`config.mk`:
```
export PLATFORM = sky130hd
export DESIGN_NAME = sfsr_ctrl
export DESIGN_NICKNAME = d
export VERILOG_FILES = /design/src/rtl/sfsr_pkg.sv /design/src/rtl/sfsr_sync.sv /design/src/rtl/sfsr_shifter.sv /design/src/rtl/sfsr_busy.sv /design/src/rtl/sfsr_ctrl.sv
export SDC_FILE = /design/constraint.sdc
export NUM_CORES = 1
export LEC_CHECK = 0
export ABC_CLOCK_PERIOD_IN_PS = 3500
export BUFFER_PORTS_ARGS = -buffer_cell sky130_fd_sc_hd__buf_2
export CAP_MARGIN = 20
export CORE_UTILIZATION = 50
export DETAILED_ROUTE_END_ITERATION = 6
export GPL_ROUTABILITY_DRIVEN = 0
export PLACE_DENSITY = 0.67
export RECOVER_POWER = 100
export SLEW_MARGIN = 40
export SYNTH_ARGS = -nofsm -noshare
export SYNTH_HDL_FRONTEND = slang
export SYNTH_SLANG_ARGS = --single-unit
```
`constraint.sdc`:
```
create_clock -name clk -period 3.5 [get_ports clk]
set_input_delay 0.875 -clock clk [delete_from_list [all_inputs] [get_ports clk]]
set_output_delay 0.875 -clock clk [all_outputs]
set_load 0.005 [all_outputs]
```
`src/rtl/sfsr_pkg.sv`:
```
// Package: opcodes and cycle-kind codes shared by the status register controller.
package sfsr_pkg;

    localparam logic [7:0] OPC_RD_STAT = 8'h05;
    localparam logic [7:0] OPC_WR_STAT = 8'h01;
    localparam logic [7:0] OPC_WEN     = 8'h06;
    localparam logic [7:0] OPC_WDIS    = 8'h04;
    localparam logic [7:0] OPC_PROG    = 8'h02;
    localparam logic [7:0] OPC_SECT    = 8'h20;
    localparam logic [7:0] OPC_BLK     = 8'hD8;
    localparam logic [7:0] OPC_CHIP    = 8'hC7;

    // Kind code reported with each accepted cycle
    typedef enum logic [2:0] {
        CYC_STWR = 3'd0,
        CYC_PROG = 3'd1,
        CYC_SECT = 3'd2,
        CYC_BLK  = 3'd3,
        CYC_CHIP = 3'd4
    } cyc_kind_e;

endpackage

```
`src/rtl/sfsr_sync.sv`:
```
// Module: sfsr_sync
// Multi-stage synchroniser for a vector of asynchronous pins.
// Assumes each bit is independent; no coherency across bits is promised.
module sfsr_sync #(
    parameter int                WIDTH   = 1,
    parameter int                STAGES  = 2,
    parameter logic [WIDTH-1:0]  RST_VAL = '0
) (
    input  logic             clk,
    input  logic             rst_n,
    input  logic [WIDTH-1:0] d_in,
    output logic [WIDTH-1:0] q_lvl
);

    genvar g;
    generate
        for (g = 0; g < STAGES; g++) begin : g_stage
            logic [WIDTH-1:0] q;
            if (g == 0) begin : g_first
                // First stage captures the raw pins
                always_ff @(posedge clk) begin
                    if (!rst_n) q <= RST_VAL;
                    else        q <= d_in;
                end
            end else begin : g_next
                // Later stages settle metastability
                always_ff @(posedge clk) begin
                    if (!rst_n) q <= RST_VAL;
                    else        q <= g_stage[g-1].q;
                end
            end
        end
    endgenerate

    assign q_lvl = g_stage[STAGES-1].q;

endmodule

```
`src/rtl/sfsr_shifter.sv`:
```
// Module: sfsr_shifter
// Mode-0 serial engine: shifts bytes in on SCK rising events and, once
// told to, streams a snapshot of a word out on SCK falling events,
// reloading a fresh snapshot at every byte. Assumes the edge strobes
// come from an oversampled, synchronised SCK and are one clock wide.
module sfsr_shifter #(
    parameter int BYTE_W = 8
) (
    input  logic              clk,
    input  logic              rst_n,
    input  logic              frame_act,
    input  logic              bit_rise,
    input  logic              bit_fall,
    input  logic              sdi,
    input  logic              rd_go,
    input  logic [BYTE_W-1:0] snap_src,
    output logic              byte_done,
    output logic [BYTE_W-1:0] byte_val,
    output logic              at_boundary,
    output logic              sdo,
    output logic              sdo_en
);

    localparam int CNT_W = (BYTE_W > 1) ? $clog2(BYTE_W) : 1;
    localparam logic [CNT_W-1:0] LAST_BIT = CNT_W'(BYTE_W - 1);

    logic [CNT_W-1:0]  in_cnt;
    logic [BYTE_W-1:0] in_sh;
    logic              rd_armed;
    logic              rd_live;
    logic [CNT_W-1:0]  out_cnt;
    logic [BYTE_W-1:0] out_sh;

    // Input shift: count bits of the current byte and assemble it
    always_ff @(posedge clk) begin
        if (!rst_n) begin
            in_cnt    <= '0;
            in_sh     <= '0;
            byte_done <= 1'b0;
            byte_val  <= '0;
        end else if (!frame_act) begin
            in_cnt    <= '0;
            in_sh     <= '0;
            byte_done <= 1'b0;
        end else begin
            byte_done <= 1'b0;
            if (bit_rise) begin
                in_sh <= {in_sh[BYTE_W-2:0], sdi};
                if (in_cnt == LAST_BIT) begin
                    in_cnt    <= '0;
                    byte_done <= 1'b1;
                    byte_val  <= {in_sh[BYTE_W-2:0], sdi};
                end else begin
                    in_cnt <= in_cnt + 1'b1;
                end
            end
        end
    end

    // Output shift: reload a snapshot every byte, shift on falling edges
    always_ff @(posedge clk) begin
        if (!rst_n) begin
            rd_armed <= 1'b0;
            rd_live  <= 1'b0;
            out_cnt  <= '0;
            out_sh   <= '0;
        end else if (!frame_act) begin
            rd_armed <= 1'b0;
            rd_live  <= 1'b0;
            out_cnt  <= '0;
        end else if (rd_go) begin
            rd_armed <= 1'b1;
            out_cnt  <= LAST_BIT;
        end else if (rd_armed && bit_fall) begin
            rd_live <= 1'b1;
            if (out_cnt == LAST_BIT) begin
                out_sh  <= snap_src;
                out_cnt <= '0;
            end else begin
                out_sh  <= {out_sh[BYTE_W-2:0], 1'b0};
                out_cnt <= out_cnt + 1'b1;
            end
        end
    end

    assign at_boundary = (in_cnt == '0);
    assign sdo         = out_sh[BYTE_W-1];
    assign sdo_en      = rd_live;

endmodule

```
`src/rtl/sfsr_busy.sv`:
```
// Module: sfsr_busy
// Countdown that models an array cycle: start loads CYCLES, busy holds
// while the count is non-zero, done marks the clock it returns to zero.
// Assumes start is never raised while busy.
module sfsr_busy #(
    parameter int CYCLES = 64
) (
    input  logic clk,
    input  logic rst_n,
    input  logic start,
    output logic busy,
    output logic done
);

    localparam int CNT_W = $clog2(CYCLES + 1);
    localparam logic [CNT_W-1:0] LOAD = CNT_W'(CYCLES);

    logic [CNT_W-1:0] cnt;

    // Load on start, then decrement to zero
    always_ff @(posedge clk) begin
        if (!rst_n)          cnt <= '0;
        else if (start)      cnt <= LOAD;
        else if (cnt != '0)  cnt <= cnt - 1'b1;
    end

    assign busy = (cnt != '0);
    assign done = (cnt == CNT_W'(1));

endmodule

```
`src/rtl/sfsr_ctrl.sv`:
```
// Module: sfsr_ctrl (top)
// Status register and write-protection logic of a serial NOR flash behind
// an SPI mode-0 slave. Decodes status read, status write, latch set/clear,
// program and erase opcodes; executes on a byte-aligned chip-select rise;
// models busy time with a countdown. Assumes SCK is slower than clk by a
// margin that lets SYNC_STAGES plus edge detection settle each half period,
// and that tgt_in_prot is steady around the end of a window.
module sfsr_ctrl
    import sfsr_pkg::*;
#(
    parameter int BUSY_CYCLES = 64,
    parameter int SYNC_STAGES = 2
) (
    input  logic       clk,
    input  logic       rst_n,
    input  logic       spi_cs_n,
    input  logic       spi_sck,
    input  logic       spi_mosi,
    input  logic       wp_n,
    input  logic       tgt_in_prot,
    output logic       spi_miso,
    output logic       spi_miso_oe,
    output logic       busy,
    output logic       exec_valid,
    output logic [2:0] exec_kind
);

    localparam int NSYNC  = 5;
    localparam int BYTE_W = 8;
    localparam logic [NSYNC-1:0] SYNC_RST = 5'b01001;

    logic [NSYNC-1:0] raw_in;
    logic [NSYNC-1:0] lvl;
    logic cs_lvl, sck_lvl, mosi_lvl, wp_lvl, tgt_lvl;
    logic cs_prev, sck_prev;
    logic cs_end, sck_rise, sck_fall, frame_act;

    logic              byte_done;
    logic [BYTE_W-1:0] byte_val;
    logic              at_boundary;
    logic              rd_go;

    logic [BYTE_W-1:0] opc;
    logic [1:0]        nbytes;
    logic              ign;
    logic              stg_lock;
    logic [2:0]        stg_bp;

    logic              sr_srwd;
    logic [2:0]        sr_bp;
    logic              sr_wel;
    logic              wip;
    logic              busy_done;
    logic              hw_lock;
    logic [BYTE_W-1:0] stat_word;

    logic              go;
    cyc_kind_e         go_kind;
    logic              set_wel, clr_wel, wr_stat;
    cyc_kind_e         kind_q;

    assign raw_in = {tgt_in_prot, wp_n, spi_mosi, spi_sck, spi_cs_n};

    sfsr_sync #(
        .WIDTH   (NSYNC),
        .STAGES  (SYNC_STAGES),
        .RST_VAL (SYNC_RST)
    ) u_sync (
        .clk   (clk),
        .rst_n (rst_n),
        .d_in  (raw_in),
        .q_lvl (lvl)
    );

    assign cs_lvl   = lvl[0];
    assign sck_lvl  = lvl[1];
    assign mosi_lvl = lvl[2];
    assign wp_lvl   = lvl[3];
    assign tgt_lvl  = lvl[4];

    // Previous synchronised levels for edge detection
    always_ff @(posedge clk) begin
        if (!rst_n) begin
            cs_prev  <= 1'b1;
            sck_prev <= 1'b0;
        end else begin
            cs_prev  <= cs_lvl;
            sck_prev <= sck_lvl;
        end
    end

    assign cs_end    = cs_lvl & ~cs_prev;
    assign sck_rise  = sck_lvl & ~sck_prev;
    assign sck_fall  = ~sck_lvl & sck_prev;
    assign frame_act = ~cs_lvl;

    assign hw_lock   = sr_srwd & ~wp_lvl;
    assign stat_word = {sr_srwd, 2'b00, sr_bp, sr_wel, wip};
    assign rd_go     = byte_done && (nbytes == 2'd0) && (byte_val == OPC_RD_STAT);

    sfsr_shifter #(
        .BYTE_W (BYTE_W)
    ) u_shift (
        .clk         (clk),
        .rst_n       (rst_n),
        .frame_act   (frame_act),
        .bit_rise    (sck_rise),
        .bit_fall    (sck_fall),
        .sdi         (mosi_lvl),
        .rd_go       (rd_go),
        .snap_src    (stat_word),
        .byte_done   (byte_done),
        .byte_val    (byte_val),
        .at_boundary (at_boundary),
        .sdo         (spi_miso),
        .sdo_en      (spi_miso_oe)
    );

    sfsr_busy #(
        .CYCLES (BUSY_CYCLES)
    ) u_busy (
        .clk   (clk),
        .rst_n (rst_n),
        .start (go),
        .busy  (wip),
        .done  (busy_done)
    );

    // Frame decode: capture opcode, first data byte and a byte count
    always_ff @(posedge clk) begin
        if (!rst_n) begin
            opc      <= '0;
            nbytes   <= '0;
            ign      <= 1'b0;
            stg_lock <= 1'b0;
            stg_bp   <= '0;
        end else if (!frame_act) begin
            opc    <= '0;
            nbytes <= '0;
            ign    <= 1'b0;
        end else if (byte_done) begin
            if (nbytes == 2'd0) begin
                opc <= byte_val;
                ign <= wip && (byte_val != OPC_RD_STAT);
            end
            if (nbytes == 2'd1) begin
                stg_lock <= byte_val[7];
                stg_bp   <= byte_val[4:2];
            end
            if (nbytes != 2'd3) nbytes <= nbytes + 2'd1;
        end
    end

    // Execution decision at a byte-aligned end of window
    always_comb begin
        go      = 1'b0;
        go_kind = CYC_STWR;
        set_wel = 1'b0;
        clr_wel = 1'b0;
        wr_stat = 1'b0;
        if (cs_end && at_boundary && !ign && !wip) begin
            case (opc)
                OPC_WEN: begin
                    set_wel = (nbytes == 2'd1);
                end
                OPC_WDIS: begin
                    clr_wel = (nbytes == 2'd1);
                end
                OPC_WR_STAT: begin
                    if ((nbytes == 2'd2) && sr_wel && !hw_lock) begin
                        go      = 1'b1;
                        wr_stat = 1'b1;
                        go_kind = CYC_STWR;
                    end
                end
                OPC_PROG, OPC_SECT, OPC_BLK: begin
                    if ((nbytes != 2'd0) && sr_wel && !((sr_bp != 3'b000) && tgt_lvl)) begin
                        go = 1'b1;
                        if (opc == OPC_PROG)      go_kind = CYC_PROG;
                        else if (opc == OPC_SECT) go_kind = CYC_SECT;
                        else                      go_kind = CYC_BLK;
                    end
                end
                OPC_CHIP: begin
                    if ((nbytes == 2'd1) && sr_wel && (sr_bp == 3'b000)) begin
                        go      = 1'b1;
                        go_kind = CYC_CHIP;
                    end
                end
                default: begin
                    go = 1'b0;
                end
            endcase
        end
    end

    // Status bits and the accepted-cycle report
    always_ff @(posedge clk) begin
        if (!rst_n) begin
            sr_wel     <= 1'b0;
            sr_srwd    <= 1'b0;
            sr_bp      <= '0;
            exec_valid <= 1'b0;
            kind_q     <= CYC_STWR;
        end else begin
            exec_valid <= go;
            if (go) kind_q <= go_kind;
            if (busy_done)    sr_wel <= 1'b0;
            else if (set_wel) sr_wel <= 1'b1;
            else if (clr_wel) sr_wel <= 1'b0;
            if (wr_stat) begin
                sr_srwd <= stg_lock;
                sr_bp   <= stg_bp;
            end
        end
    end

    assign busy      = wip;
    assign exec_kind = kind_q;

endmodule

```
== Word-level counts from Yosys, hierarchy flattened ==
Index checks and enable logic that the tools add are counted.

* Add/sub/neg operators: 4
* Equality and inequality tests: 15
* Muxes and demuxes: 27
* Bitwise gates (word level): 12
* Reductions and logical operators: 38

{| class="wikitable"
|+ Operator list
! operator !! number
|-
| $eq A8 B3 Y1 const B || 3
|-
| $mux W3 || 6
|-
| $eq A8 B8 Y1 const B || 2
|-
| $logic_and A1 B1 Y1 || 14
|-
| $mux W1 || 14
|-
| $mux W7 || 2
|-
| $reduce_and A3 Y1 || 3
|-
| $eq A8 B1 Y1 const B || 1
|-
| $eq A8 B2 Y1 const B || 1
|-
| $eq A8 B6 Y1 const B || 1
|-
| $mux W8 || 1
|-
| $ne A8 B3 Y1 const B || 1
|-
| $not A1 Y1 || 8
|-
| $reduce_bool A2 Y1 || 4
|-
| $eq A7 B1 Y1 const B || 1
|-
| $reduce_bool A7 Y1 || 1
|-
| $sub A7 B1 Y7 const B || 1
|-
| $add A3 B1 Y3 const B || 2
|-
| $eq A3 B3 Y1 const B || 2
|-
| $logic_not A3 Y1 || 2
|-
| $pmux W3 S2 || 1
|-
| $reduce_and A2 Y1 || 3
|-
| $reduce_or A2 Y1 || 3
|-
| $reduce_or A3 Y1 || 2
|-
| 10 further kinds || 17
|}

* Register bits after elaboration: 75
* Input port bits: 7
* Output and inout port bits: 7
* Word-level logic and storage cells: 120

== Depth between registers and ports, before layout ==
* Depth in word-level cells: 8
* Gate-level depth with buffers: 8
* Depth with buffers taken out: 7

== By module ==
Synthesis repeated with hierarchy kept, for this count alone.

* Cells, all modules: 347
* Area, all modules: 3243.1 sq um

{| class="wikitable"
|+ By module, submodules not included
! module !! times used !! cells each !! area each (sq um) !! seq. area each (sq um)
|-
| sfsr_shifter || 1 || 137 || 1333.8 || 640.6
|-
| sfsr_ctrl || 1 || 151 || 1265.0 || 520.5
|-
| sfsr_busy || 1 || 39 || 381.6 || 140.1
|-
| sfsr_sync || 1 || 20 || 262.8 || 200.2
|}

== Worst setup path before layout ==
Ideal clock, no wire load.

* Path type: register to register
* Start: register nbytes[0]
* End: register u_shift.out_sh[0]
* Library setup time: 0.074 ns
* Data arrival time: 1.880 ns
* Required time: 3.426 ns
* Slack: 1.546 ns
* Stages on the path, launching flop included: 9
* Buffers on the path: 1
* Period minus slack after synthesis: 1.954 ns
* Cell sequence: dfxtp_1 > inv_1 > ha_1 > and2_1 > and4_1 > nor3_1 > clkbuf_1 > nand4_1 > o21ai_0

* Longest elaborated chain between the ends: 5

{| class="wikitable"
|+ Ends and longest elaborated chain
! item !! RTL line !! text
|-
| start: declaration || sfsr_ctrl.sv:44 || <nowiki>logic [1:0] nbytes;</nowiki>
|-
| start signal: assignment || sfsr_ctrl.sv:150 || <nowiki>if (nbytes != 2'd3) nbytes <= nbytes + 2'd1;</nowiki>
|-
| $logic_not A2 Y1 || sfsr_ctrl.sv:99 || <nowiki>assign rd_go = byte_done && (nbytes == 2'd0) && (byte_val == OPC_RD_STAT);</nowiki>
|-
| $logic_and A1 B1 Y1 (2 in series) || sfsr_ctrl.sv:99 ||
|-
| $not A1 Y1 (no line) || - ||
|-
| $reduce_and A3 Y1 (no line) || - ||
|-
| end signal: assignment || sfsr_shifter.sv:77 || <nowiki>out_sh <= snap_src;</nowiki>
|-
| end signal: assignment || sfsr_shifter.sv:80 || <nowiki>out_sh <= {out_sh[BYTE_W-2:0], 1'b0};</nowiki>
|-
| end: declaration || sfsr_shifter.sv:32 || <nowiki>logic [BYTE_W-1:0] out_sh;</nowiki>
|}

No other way between the ends.
A chain may end at the register's enable or synchronous reset.

== Final worst setup path ==
* Start: register u_busy.cnt[2]
* End: output port busy

* Longest elaborated chain between the ends: 1

{| class="wikitable"
|+ Ends and longest elaborated chain
! item !! RTL line !! text
|-
| start: declaration || sfsr_busy.sv:18 || <nowiki>logic [CNT_W-1:0] cnt;</nowiki>
|-
| start signal: assignment || sfsr_busy.sv:24 || <nowiki>else if (cnt != '0) cnt <= cnt - 1'b1;</nowiki>
|-
| $reduce_bool A7 Y1 || sfsr_busy.sv:27 || <nowiki>assign busy = (cnt != '0);</nowiki>
|-
| end: declaration || sfsr_ctrl.sv:23 || <nowiki>output logic busy,</nowiki>
|}

No other way between the ends.

==> key figures <==
Clock tree
  • Root buffer cell: clkbuf_8
  • Clk slew on worst S/H paths: ~0.070 ns
  • CTS Buf Count: 9
  • Post_cts resized: 0
  • Clk sinks: between 70 and 80
  • Post-CTS setup buffers: 0
  • Worst skew pair latency: 0.34 ns
  • Clock Path Buffers: 2
  • CTS tree: yes
  • Hold-fix buffers, CTS: 0
  • CTS H-tree lvls: 3

Setup path
  • Worst r2r path cells: 8
  • CP peak stage delay: just under 0.6 ns
  • Critical Path RT: approximately 2.6 ns
  • CP max FO: 7
  • R2r startpoint: nbytes[0]
  • Crit Reg-Reg Endpoint: u_shift.out_sh[2]
  • Critical-path cell list: nor4_1 > nand2_1 > clkbuf_1
  • Crit. End Element: output port
  • Slowest-stage cell, CP: nor4_1
  • Flop-to-flop setup slack: roughly 1.1 ns
  • Kind of critical path: flop to output port
  • Critical Path AT: ~1.8 ns
  • Critical path launch point type: flop

Power
  • Leakage power: between 1 and 1.5 nW
  • Total power draw: 1.72 mW
  • Power Dens Cells: between 500 and 600 mW/mm²
  • Worst vdd rail ir drop: 0.000332 V

STA
  • Setup Viol. Count Final: 0
  • RSZ-0062 raised after global routing: false
  • Relative slew margins: 37.2%
  • Hold slack final: around 0.43 ns
  • Fin crit share: between 70 and 80%
  • Pins Over Slew Limit: 0
  • Slew @ Worst Pin: 0.942 ns
  • Final Critical Period: roughly 2.7 ns
  • Final Hold Fails: 0
  • Fmax: between 300 and 400 MHz
  • Fin Clk Skew: between 0.007 and 0.008 ns
  • TNS Setup: 0 ns

Logic synthesis
  • Number of synthesized flops with an enable pin: 0
  • Top cells by area, synth: dfxtp_1 49%, nand2_1 7.7%, a21oi_1 5.5%, mux2i_1 4.9%, nor2_1 4.8%
  • Synth top area share: between 40% and 50%
  • Post-synthesis net count: 369
  • Cells after Synth: roughly 350
  • Synth Area per Inst: between 8 and 9 µm²
  • Area leader, netlist: dfxtp_1
  • Seq/Total Area, Yosys: 48.9%
  • Top_reg_cell synth: dfxtp_1
  • Ys Warns: 0
  • Post-synthesis cell area: roughly 0.003 mm²
  • Async SR Flop Fraction: 0%
  • #FFs+latches synth: between 70 and 80
  • Distinct cells, synth: 40

Routing
  • WL per Instance: 13.4 µm
  • First DRT Iteration DRCs: around 110
  • Vias after detailed routing: 2316
  • Antenna viol nets, final: 0
  • DR vias/cell: 5.24
  • # DRC: 0
  • WL final: around 6 mm
  • Pre-Repair DR Iteration Count: 4

Global route
  • Vias in the first global route: roughly 2200
  • Gr usage total: approximately a fifth
  • Global route total overflow: 0
  • Largest net degree at the start of global routing: 29
  • First-pass GRT wire length: 9.98 mm
  • Initial antenna violation count: 0

Min path
  • Worst hold stages: 1
  • Hold path start: u_sync.g_stage[0].q[3]
  • Worst min-delay path class: flop to flop
  • Hold endpoint: u_sync.q_lvl[3]

Place
  • Detailed placement HPWL: about 4.1 mm
  • Placed cells: 427
  • Area after DPL: 0.00319 mm²
  • PortBufs: 13

Cells and area
  • Antenna cells: 0
  • NumNets Final: 381
  • Fin cells: ~440
  • Post-route design area: 0.00334 mm²
  • Fillers: roughly 560
  • Layout area overhead: 8.72%
  • Layout cells sized above 1: roughly 7.6%

Die
  • Initial Utilization: between 50% and 60%
  • Die H: between 80 and 90 µm
  • Die area: around 0.0065 mm²
  • Ports: 14
  • CORE AREA: roughly 0.0059 mm²
  • Row Count: 28
  • Width of the die: 80.4 µm

Run
  • Max-cap violations: 0

Outcome
  • Status: finished, final reports clean
[power by group]
part           internal [mW]  switching, mW  total [mW]
Sequential             0.892         0.0352       0.927
Combinational         0.0963          0.130       0.226
Clock                  0.273          0.298       0.571
Total                   1.26          0.463        1.72
[area by class of cell]
cell class	count	area (µm²)	share of cell area (%)
Sequential cell	75	1500	45.0
Multi-Input combinational cell	252	1480	44.2
Clock buffer	13	149	4.46
Tap cell	75	93.8	2.81
Timing Repair Buffer	15	67.6	2.02
Inverter	10	37.5	1.12
Clock inverter	2	12.5	0.375
[metal layers]
layer | vias to the layer above | share of wire (%) | GRT usage, %
met3 | 7 | 2.7 | 6.48
met4 | 0 | 1.5 | 7.86
met5 | - | 0 | 0
li1 | 1220 | - | -
met1 | 1063 | 49 | 25.8
met2 | 26 | 47 | 33.1
[cell usage in the layout (no fill, tap or decap), types with 3 or more instances in the layout]
master and n:
nor3b_1 3, and2_1 8, clkbuf_1 9, nand3_1 4
ha_1 11, o21ai_0 4, nor2_1 39, nand2_1 63
nand4_1 7, nand2b_1 7, buf_2 9, clkbuf_8 10
nor3_1 10, a211oi_1 5, inv_1 10, nand3b_1 4
dfxtp_1 75, xnor2_1 6, a21oi_1 34, mux2i_1 15
[cell usage after synthesis, types with 6 or more instances]
master and n:
nand4_1 7, nor2_1 39, ha_1 11, xnor2_1 6, inv_1 9, and2_1 10
nand2b_1 7, nand2_1 63, clkbuf_1 12, nor3_1 10, mux2i_1 15, a21oi_1 34
dfxtp_1 75
[kinds of logic after synthesis]
kind of cell	after synthesis	share of synthesized area, %
adders and majority gates	11	4.48
muxes	15	4.89
AOI/OAI and AO/OA	51	9.33
DFF	75	48.9
and+or+nand+nor	168	27.3
xor gates and xnor gates	7	2.00
buffers and inverters	24	3.18
[worst max-delay path by stage]
stage	slack, ns	start	cells past startpoint	to
CTS	0.78	u_busy.cnt[2]	3	busy
global placement	1.18	u_busy.cnt[2]	3	busy
finish	0.83	u_busy.cnt[2]	3	busy
floorplan	1.55	nbytes[0]	8	u_shift.out_sh[0]
detailed placement	1.17	u_busy.cnt[2]	3	busy
global route	0.69	u_busy.cnt[3]	3	busy
[registers in the layout, summed over array words and instances, names as in the netlist, 2 cells and up]
| name | count |
|---|---|
| nbytes | 2 |
| u_shift.in_sh | 7 |
| u_shift.byte_val | 8 |
| u_shift.out_cnt | 3 |
| u_busy.cnt | 7 |
| u_sync.g_stage.q | 5 |
| exec_kind | 3 |
| sr_bp | 3 |
| u_sync.q_lvl | 5 |
| u_shift.out_sh | 8 |
| stg_bp | 3 |
| u_shift.in_cnt | 3 |
| opc | 8 |
[critical path: cells and delay by family, from the launching register on]
family / cells / cell delay [ns]
flip-flops: 1 / 0.34
AND/OR/NAND/NOR: 2 / 0.92
buffers and inverters: 1 / 0.18
[stage by stage]
stage / setup slack (ns) / util, %
5_1_grt: 0.690 / 56.4
6_report: 0.826 / 56.4
2_1_floorplan: 1.55 / -
3_3_place_gp: 1.18 / 53.8
3_5_place_dp: 1.17 / 53.8
4_1_cts: 0.780 / 56.5
(Power assumes the default switching activity.)
